### src/rtl/flash_geom_pkg.sv
`timescale 1ns/1ps
package flash_geom_pkg;
    localparam int MAX_LG_PAGES = 13;
    localparam int MAX_BSHIFT   = 10;
    localparam int PG_W = MAX_LG_PAGES + 1;
    localparam int SZ_W = MAX_BSHIFT + 1;
    localparam int SH_W = $clog2(MAX_BSHIFT + 2);

    localparam logic [7:0] OP_IDENT  = 8'h9F;
    localparam logic [7:0] OP_STATUS = 8'hD7;
    localparam logic [7:0] DUMMY     = 8'h00;
    localparam logic [7:0] MAKER     = 8'h1F;

    typedef enum logic [2:0] {
        S_BOOT, S_ID, S_ID_EVAL, S_GAP, S_ST, S_ST_EVAL, S_DONE
    } probe_state_t;

    typedef struct packed {
        logic       hit;
        logic       dual;
        logic [3:0] lg_pages;
        logic [3:0] bshift;
    } geom_ent_t;
endpackage

### src/rtl/fgp_id_lookup.sv
`timescale 1ns/1ps
module fgp_id_lookup
    import flash_geom_pkg::*;
(
    input  logic [23:0] ident,
    output geom_ent_t   ent
);
    always_comb begin
        ent = '0;
        ent.hit = 1'b1;
        ent.dual = 1'b1;
        case (ident)
            24'h1F2200: begin ent.lg_pages = 4'd9;  ent.bshift = 4'd8;  end
            24'h1F2300: begin ent.lg_pages = 4'd10; ent.bshift = 4'd8;  end
            24'h1F2400: begin ent.lg_pages = 4'd11; ent.bshift = 4'd8;  end
            24'h1F2500: begin ent.lg_pages = 4'd12; ent.bshift = 4'd8;  end
            24'h1F2600: begin ent.lg_pages = 4'd12; ent.bshift = 4'd9;  end
            24'h1F2700: begin ent.lg_pages = 4'd13; ent.bshift = 4'd9; ent.dual = 1'b0; end
            24'h1F2701: begin ent.lg_pages = 4'd13; ent.bshift = 4'd9;  end
            24'h1F2800: begin ent.lg_pages = 4'd13; ent.bshift = 4'd10; end
            default:    begin ent.hit = 1'b0; ent.dual = 1'b0; end
        endcase
    end
endmodule

### src/rtl/fgp_density_decode.sv
`timescale 1ns/1ps
module fgp_density_decode
    import flash_geom_pkg::*;
(
    input  logic [7:0] status,
    output geom_ent_t  ent
);
    always_comb begin
        ent = '0;
        ent.hit = 1'b1;
        case (status[5:2])
            4'h3:       begin ent.lg_pages = 4'd9;  ent.bshift = 4'd8;  end
            4'h5:       begin ent.lg_pages = 4'd10; ent.bshift = 4'd8;  end
            4'h7:       begin ent.lg_pages = 4'd11; ent.bshift = 4'd8;  end
            4'h9:       begin ent.lg_pages = 4'd12; ent.bshift = 4'd8;  end
            4'hB:       begin ent.lg_pages = 4'd12; ent.bshift = 4'd9;  end
            4'hD:       begin ent.lg_pages = 4'd13; ent.bshift = 4'd9;  end
            4'hE, 4'hF: begin ent.lg_pages = 4'd13; ent.bshift = 4'd10; end
            default:    ent.hit = 1'b0;
        endcase
    end
endmodule

### src/rtl/fgp_geom_build.sv
`timescale 1ns/1ps
module fgp_geom_build
    import flash_geom_pkg::*;
(
    input  logic [3:0]      lg_pages,
    input  logic [3:0]      bshift,
    input  logic            binary,
    output logic [PG_W-1:0] pages,
    output logic [SZ_W-1:0] size,
    output logic [SH_W-1:0] shift
);
    logic [SZ_W-1:0] base;

    always_comb begin
        pages = PG_W'(1) << lg_pages;
        base  = SZ_W'(1) << bshift;
        size  = binary ? base : base + (base >> 5);
        shift = binary ? SH_W'(bshift) : SH_W'(bshift) + SH_W'(1);
    end
endmodule

### src/rtl/flash_geom_probe.sv
`timescale 1ns/1ps
module flash_geom_probe
    import flash_geom_pkg::*;
#(
    parameter int CS_GAP = 4
) (
    input  logic            clk,
    input  logic            rst_n,
    output logic            cs_n,
    output logic            xfer_req,
    output logic [7:0]      xfer_txd,
    input  logic            xfer_ack,
    input  logic [7:0]      xfer_rxd,
    output logic            done,
    output logic            found,
    output logic            absent,
    output logic [PG_W-1:0] page_count,
    output logic [SZ_W-1:0] page_size,
    output logic [SH_W-1:0] page_shift
);
    localparam int GAP_W   = $clog2(CS_GAP + 1);
    localparam int ID_LAST = 3;
    localparam int ST_LAST = 1;

    typedef struct packed {
        probe_state_t    st;
        logic            cs_n;
        logic            req;
        logic [7:0]      txd;
        logic [1:0]      idx;
        logic [23:0]     ident;
        logic [7:0]      status;
        logic            use_id;
        logic [GAP_W-1:0] gap;
        logic            done;
        logic            found;
        logic            absent;
        logic [PG_W-1:0] pages;
        logic [SZ_W-1:0] size;
        logic [SH_W-1:0] shift;
    } probe_regs_t;

    probe_regs_t q, d;
    geom_ent_t   id_ent, dens_ent, pick_ent;
    logic        pick_binary;
    logic [PG_W-1:0] b_pages;
    logic [SZ_W-1:0] b_size;
    logic [SH_W-1:0] b_shift;

    fgp_id_lookup u_lookup (
        .ident (q.ident),
        .ent   (id_ent)
    );

    fgp_density_decode u_density (
        .status (q.status),
        .ent    (dens_ent)
    );

    always_comb begin
        if (q.st == S_ST_EVAL && !q.use_id) begin
            pick_ent    = dens_ent;
            pick_binary = 1'b0;
        end else begin
            pick_ent    = id_ent;
            pick_binary = (q.st == S_ST_EVAL) && q.status[0];
        end
    end

    fgp_geom_build u_build (
        .lg_pages (pick_ent.lg_pages),
        .bshift   (pick_ent.bshift),
        .binary   (pick_binary),
        .pages    (b_pages),
        .size     (b_size),
        .shift    (b_shift)
    );

    always_comb begin
        d      = q;
        d.done = 1'b0;
        case (q.st)
            S_BOOT: begin
                d.st   = S_ID;
                d.cs_n = 1'b0;
                d.idx  = '0;
            end
            S_ID: begin
                if (!q.req) begin
                    d.req = 1'b1;
                    d.txd = (q.idx == 2'd0) ? OP_IDENT : DUMMY;
                end else if (xfer_ack) begin
                    d.req = 1'b0;
                    if (q.idx != 2'd0) d.ident = {q.ident[15:0], xfer_rxd};
                    if (q.idx == 2'(ID_LAST)) begin
                        d.cs_n = 1'b1;
                        d.st   = S_ID_EVAL;
                    end else begin
                        d.idx = q.idx + 2'd1;
                    end
                end
            end
            S_ID_EVAL: begin
                d.gap = '0;
                if (q.ident[23:16] == MAKER) begin
                    d.use_id = 1'b1;
                    if (id_ent.hit && id_ent.dual) begin
                        d.st = S_GAP;
                    end else begin
                        d.st    = S_DONE;
                        d.done  = 1'b1;
                        d.found = id_ent.hit;
                        if (id_ent.hit) begin
                            d.pages = b_pages;
                            d.size  = b_size;
                            d.shift = b_shift;
                        end
                    end
                end else begin
                    d.use_id = 1'b0;
                    d.st     = S_GAP;
                end
            end
            S_GAP: begin
                if (q.gap == GAP_W'(CS_GAP - 1)) begin
                    d.st   = S_ST;
                    d.cs_n = 1'b0;
                    d.idx  = '0;
                end else begin
                    d.gap = q.gap + GAP_W'(1);
                end
            end
            S_ST: begin
                if (!q.req) begin
                    d.req = 1'b1;
                    d.txd = (q.idx == 2'd0) ? OP_STATUS : DUMMY;
                end else if (xfer_ack) begin
                    d.req = 1'b0;
                    if (q.idx == 2'(ST_LAST)) begin
                        d.status = xfer_rxd;
                        d.cs_n   = 1'b1;
                        d.st     = S_ST_EVAL;
                    end else begin
                        d.idx = q.idx + 2'd1;
                    end
                end
            end
            S_ST_EVAL: begin
                d.st   = S_DONE;
                d.done = 1'b1;
                if (!q.use_id && (q.status == 8'h00 || q.status == 8'hFF)) begin
                    d.absent = 1'b1;
                end else if (pick_ent.hit) begin
                    d.found = 1'b1;
                    d.pages = b_pages;
                    d.size  = b_size;
                    d.shift = b_shift;
                end
            end
            default: d.st = S_DONE;
        endcase
    end

    always_ff @(posedge clk) begin
        if (!rst_n) begin
            q      <= '0;
            q.st   <= S_BOOT;
            q.cs_n <= 1'b1;
        end else begin
            q <= d;
        end
    end

    assign cs_n       = q.cs_n;
    assign xfer_req   = q.req;
    assign xfer_txd   = q.txd;
    assign done       = q.done;
    assign found      = q.found;
    assign absent     = q.absent;
    assign page_count = q.pages;
    assign page_size  = q.size;
    assign page_shift = q.shift;
endmodule

### config.mk
export PLATFORM = sky130hd
export DESIGN_NAME = flash_geom_probe
export DESIGN_NICKNAME = d
export VERILOG_FILES = /design/src/rtl/flash_geom_pkg.sv /design/src/rtl/fgp_id_lookup.sv /design/src/rtl/fgp_density_decode.sv /design/src/rtl/fgp_geom_build.sv /design/src/rtl/flash_geom_probe.sv
export SDC_FILE = /design/constraint.sdc
export NUM_CORES = 1
export LEC_CHECK = 0
export ABC_AREA = 0
export BUFFER_PORTS_ARGS = -buffer_cell sky130_fd_sc_hd__buf_2
export CORE_UTILIZATION = 43
export DETAILED_ROUTE_END_ITERATION = 8
export GPL_ROUTABILITY_DRIVEN = 1
export SLEW_MARGIN = 20
export SYNTH_ARGS = -nofsm -noshare
export SYNTH_HDL_FRONTEND = slang
export SYNTH_HIERARCHICAL = 1
export SYNTH_SLANG_ARGS = --single-unit
### constraint.sdc
create_clock -name clk -period 4.05 [get_ports clk]
set_input_delay 0.2025 -clock clk [delete_from_list [all_inputs] [get_ports clk]]
set_output_delay 0.2025 -clock clk [all_outputs]
set_load 0.005 [all_outputs]
* After elaboration in Yosys (flattened, before gate mapping) *
Index checks and enable logic that the tools add are counted.

storage, ports and cells
  bits in registers = 83
  input bits = 11
  output and inout bits = 42

cells by class
  equality and inequality tests = 43
  $add $sub $neg = 4
  mux-type cells = 50
  shifts and indexed selects = 2
  reduce and logical (&&, ||, !) cells = 29

operators with widths
  cell                                                                number
  24-bit by 21-bit == test with 1-bit output, second input constant   8
  29-bit two-way mux                                                  5
  8-bit case mux with 7 select lines                                  2
  29-bit case mux with 2 select lines                                 1
  26-bit two-way mux                                                  2
  2-bit != test, second input constant                                17
  8-bit two-way mux                                                   4
  24-bit two-way mux                                                  1
  4-bit two-way mux                                                   6
  4-bit == test, second input constant                                5
  9-bit case mux with 2 select lines                                  1
  8-bit AND reduction                                                 2
  8-bit OR reduction                                                  2
  3-bit case mux with 5 select lines                                  1
  2-bit two-way mux                                                   7
  1-bit by 4-bit left shift with 14-bit output, first input constant  1
  11-bit by 6-bit adder with 11-bit output                            1
  11-bit two-way mux                                                  1
  1-bit by 4-bit left shift with 11-bit output, first input constant  1
  10-bit two-way mux                                                  1
  5-bit two-way mux                                                   2
  3-bit by 2-bit == test with 1-bit output, second input constant     3
  1-bit two-way mux                                                   9
  3-bit two-way mux                                                   3
  31 further kinds                                                    42

* Logic depth before layout (Yosys ltp) *
  depth in word-level cells = 11
  gate-level depth with buffers = 17
  depth with buffers taken out = 16

* Hierarchy *
The synthesis kept the hierarchy.

by module, submodules not included
  module              seq. area each (sq um)  instances  cells each  area an instance (sq um)
  flash_geom_probe    1561.5                  1          428         3827.4
  fgp_geom_build      0.0                     1          89          624.3
  fgp_id_lookup       0.0                     1          39          290.3
  fgp_density_decode  0.0                     1          18          113.9

* Worst setup path after synthesis *
OpenSTA, ideal clock, no wires.

  path kind = reg2reg
  start = register q[82] (netlist bit)
  end = register q (netlist bit page_size[1])
  clock period less this slack = 2.617 ns
  setup time = 0.119 ns
  path buffers = 0
  arrival time = 2.498 ns
  path slack = 1.433 ns
  stages on the path, launching flop included = 10
  path through = dfxtp_1 > nand2_1 > nor3_4 > mux2_2 > ha_1 > and2_1 > fa_1 > mux2_2 > nand2_1 > mux2i_1

RTL lines
  what                RTL line                RTL
  start: declaration  flash_geom_probe.sv:43  probe_regs_t q, d;

==> results_dict.tcl <==
set metrics [dict create \
    total_leakage_power_nw 1.97 \
    finalWirelength_mm 9.34 \
    reg2reg_setup_slack_ns 0.83 \
    setup_viol 0 \
    worst_slack_ns 0.826 \
    period_needed_ns 3.22 \
    hpwl_mm 6.64 \
    critPathCapture "page_size[1]" \
    cts_hold_buf 0 \
    hold_viol 0 \
    core_sq_um 10900 \
    rsz0062_at_grt "no" \
    syn-cell-area_sq_um 4850 \
    cap_violations 0 \
    post-route-period-util 0.796 \
    placement_rows 38 \
    cp.depth 9 \
    met1_length_mm 4.45 \
    drt_first_iter_violations 99 \
    first_pass_iters 4 \
    maxSlewViolCount 0 \
    wl_per_cell_um 13.1 \
    crit_buf_inv 0 \
    top_layer "met4" \
    crit_required_ns 4.26 \
    max_stage_delay_ns 0.66 \
    reg2reg_depth 9 \
    outcome "finished, final reports clean" \
    grt_overflow_total 0 \
    crit_type "reg2reg" \
    numCtsBuffers 9 \
    wl_met3_um 378 \
    cts_setup_buffers 0 \
    synth_fp_nets 599 \
    cp_top_family "simple AND/OR/NAND/NOR gates" \
    gp_congestion 0.791 \
    worstHoldStart "xfer_rxd[4]" \
    reg2reg_from "q[80]" \
    min_path_type "in2reg" \
    io_pins 53 \
    vias 3661 \
    n_antenna_cell 0 \
    power.density_nw_per_um2 346 \
    drcViolationCount 0 \
    grt_max_degree 57 \
    layout.nets 592 \
    met2_length_mm 4.31 \
    cts_tree "done" \
    cts-resized-gates 0 \
    post-place-ws_ns 0.837 \
    crit_chain "nand2_1, nor3_4, mux2_2, ha_1, and2_1, fa_1, mux2_2, nand2_1, mux2i_1" \
    io_buffers 51 \
    clk_latency_ns 0.35 \
    endpoint_kind "flop" \
    ant_nets 0 \
    cts_root_buf "clkbuf_16" \
    ir_worst_vdd_mv 0.238 \
    arrival_ns 3.44 \
    critPathMaxFanout 16 \
    layout-drive-gt1-share 0.189 \
    grt_pass1_vias 3464 \
    syn_avg_cell_area_sq_um 8.46 \
    grt_pass1_wl_mm 16.0 \
    fin_skew_ns 0.00514 \
    fin_setup_tns_ns 0 \
    grt.total_usage 0.175 \
    dp.cells 695 \
    path_clk_slew_ns 0.06 \
    start_util 0.443 \
    slew_headroom 0.374 \
    h-tree-depth 3 \
    fin_cells 711 \
    r2r-end "page_size[1]" \
    die_w_um 108 \
    antenna_found_initial 0 \
    crit_start "q[80]" \
    routed_via_density 5.15 \
    die_y_um 108 \
    worst_path_max_delay_cell "dfxtp_1" \
    synthToLayoutAreaGrowth_pct 5.81 \
    ys_warn_count 6 \
    clockBufferDepth 2 \
    p_total_mw 1.77 \
    cts_sinks 78 \
    syn_inst 573 \
    dieArea_sq_um 11700 \
    timing.fmax_mhz 310 \
    startpoint_type "flop" \
    tightestPinTransition_ns 0.939 \
]
==> report_power, final <==
part           leakage, nW  internal [mW]  switching, mW
clock                0.162          0.542          0.310
sequential           0.630          0.781         0.0204
combinational         1.18         0.0554         0.0648
==> per-stage QoR <==
stage | hold slack [ns] | cell area, sq um | util
after floorplan | 0.337 | 4850 | -
after global placement | 0.439 | 4810 | 0.440
after detailed placement | 0.444 | 4810 | 0.440
after CTS | 0.101 | 5130 | 0.469
after global routing | 0.119 | 5130 | 0.469
final | 0.111 | 5130 | 0.469
==> flip-flops by register name, summed over array words and instances (netlist names) <==
name / flops
xfer_req: 1
page_shift: 4
cs_n: 1
page_size: 11
found: 1
q: 41
page_count: 14
done: 1
absent: 1
xfer_txd: 3
==> per-layer routing <==
layer	vias up	GRT usage
met2	69	0.282
met4	0	0.0939
met3	13	0.0398
met5	-	0
li1	1895	-
met1	1684	0.216
==> cell usage in the layout, fill, tap and decap left out, types with 9 or more instances in the layout <==
master / instances
a21boi_0: 26
a21oi_1: 11
buf_2: 51
clkbuf_16: 9
dfxtp_1: 78
ha_1: 14
inv_1: 11
mux2_2: 13
mux2i_1: 43
nand2_1: 126
nand2b_1: 10
nand3_1: 10
nor2_1: 23
nor2b_1: 17
nor3_1: 10
o21ai_0: 12
==> layout make-up <==
type	instances	area [sq um]
sequential	78	1560
inverter	12	45.0
fill	1110	5810
multi-input combinational	411	2750
clock buffer	13	280
timing repair buffer	54	278
clock inverter	3	40.0
tap	140	175
==> worst reg2reg max path: stages, from the launching register on <==
cell and delay, ns:
dfxtp_1 0.66, nand2_1 0.23, nor3_4 0.41, mux2_2 0.44
ha_1 0.28, and2_1 0.20, fa_1 0.46, mux2_2 0.27
nand2_1 0.06, mux2i_1 0.08
==> worst min-delay path by stage <==
stage	endpoint	slack, ns	cells after the start
global route	q[48]	0.12	3
global placement	page_count[2]	0.44	2
detailed placement	page_count[2]	0.44	2
CTS	q[48]	0.10	3
finish	q[48]	0.11	3
floorplan	q[50]	0.34	2
No activity file was read; power rests on OpenSTA's default activity.
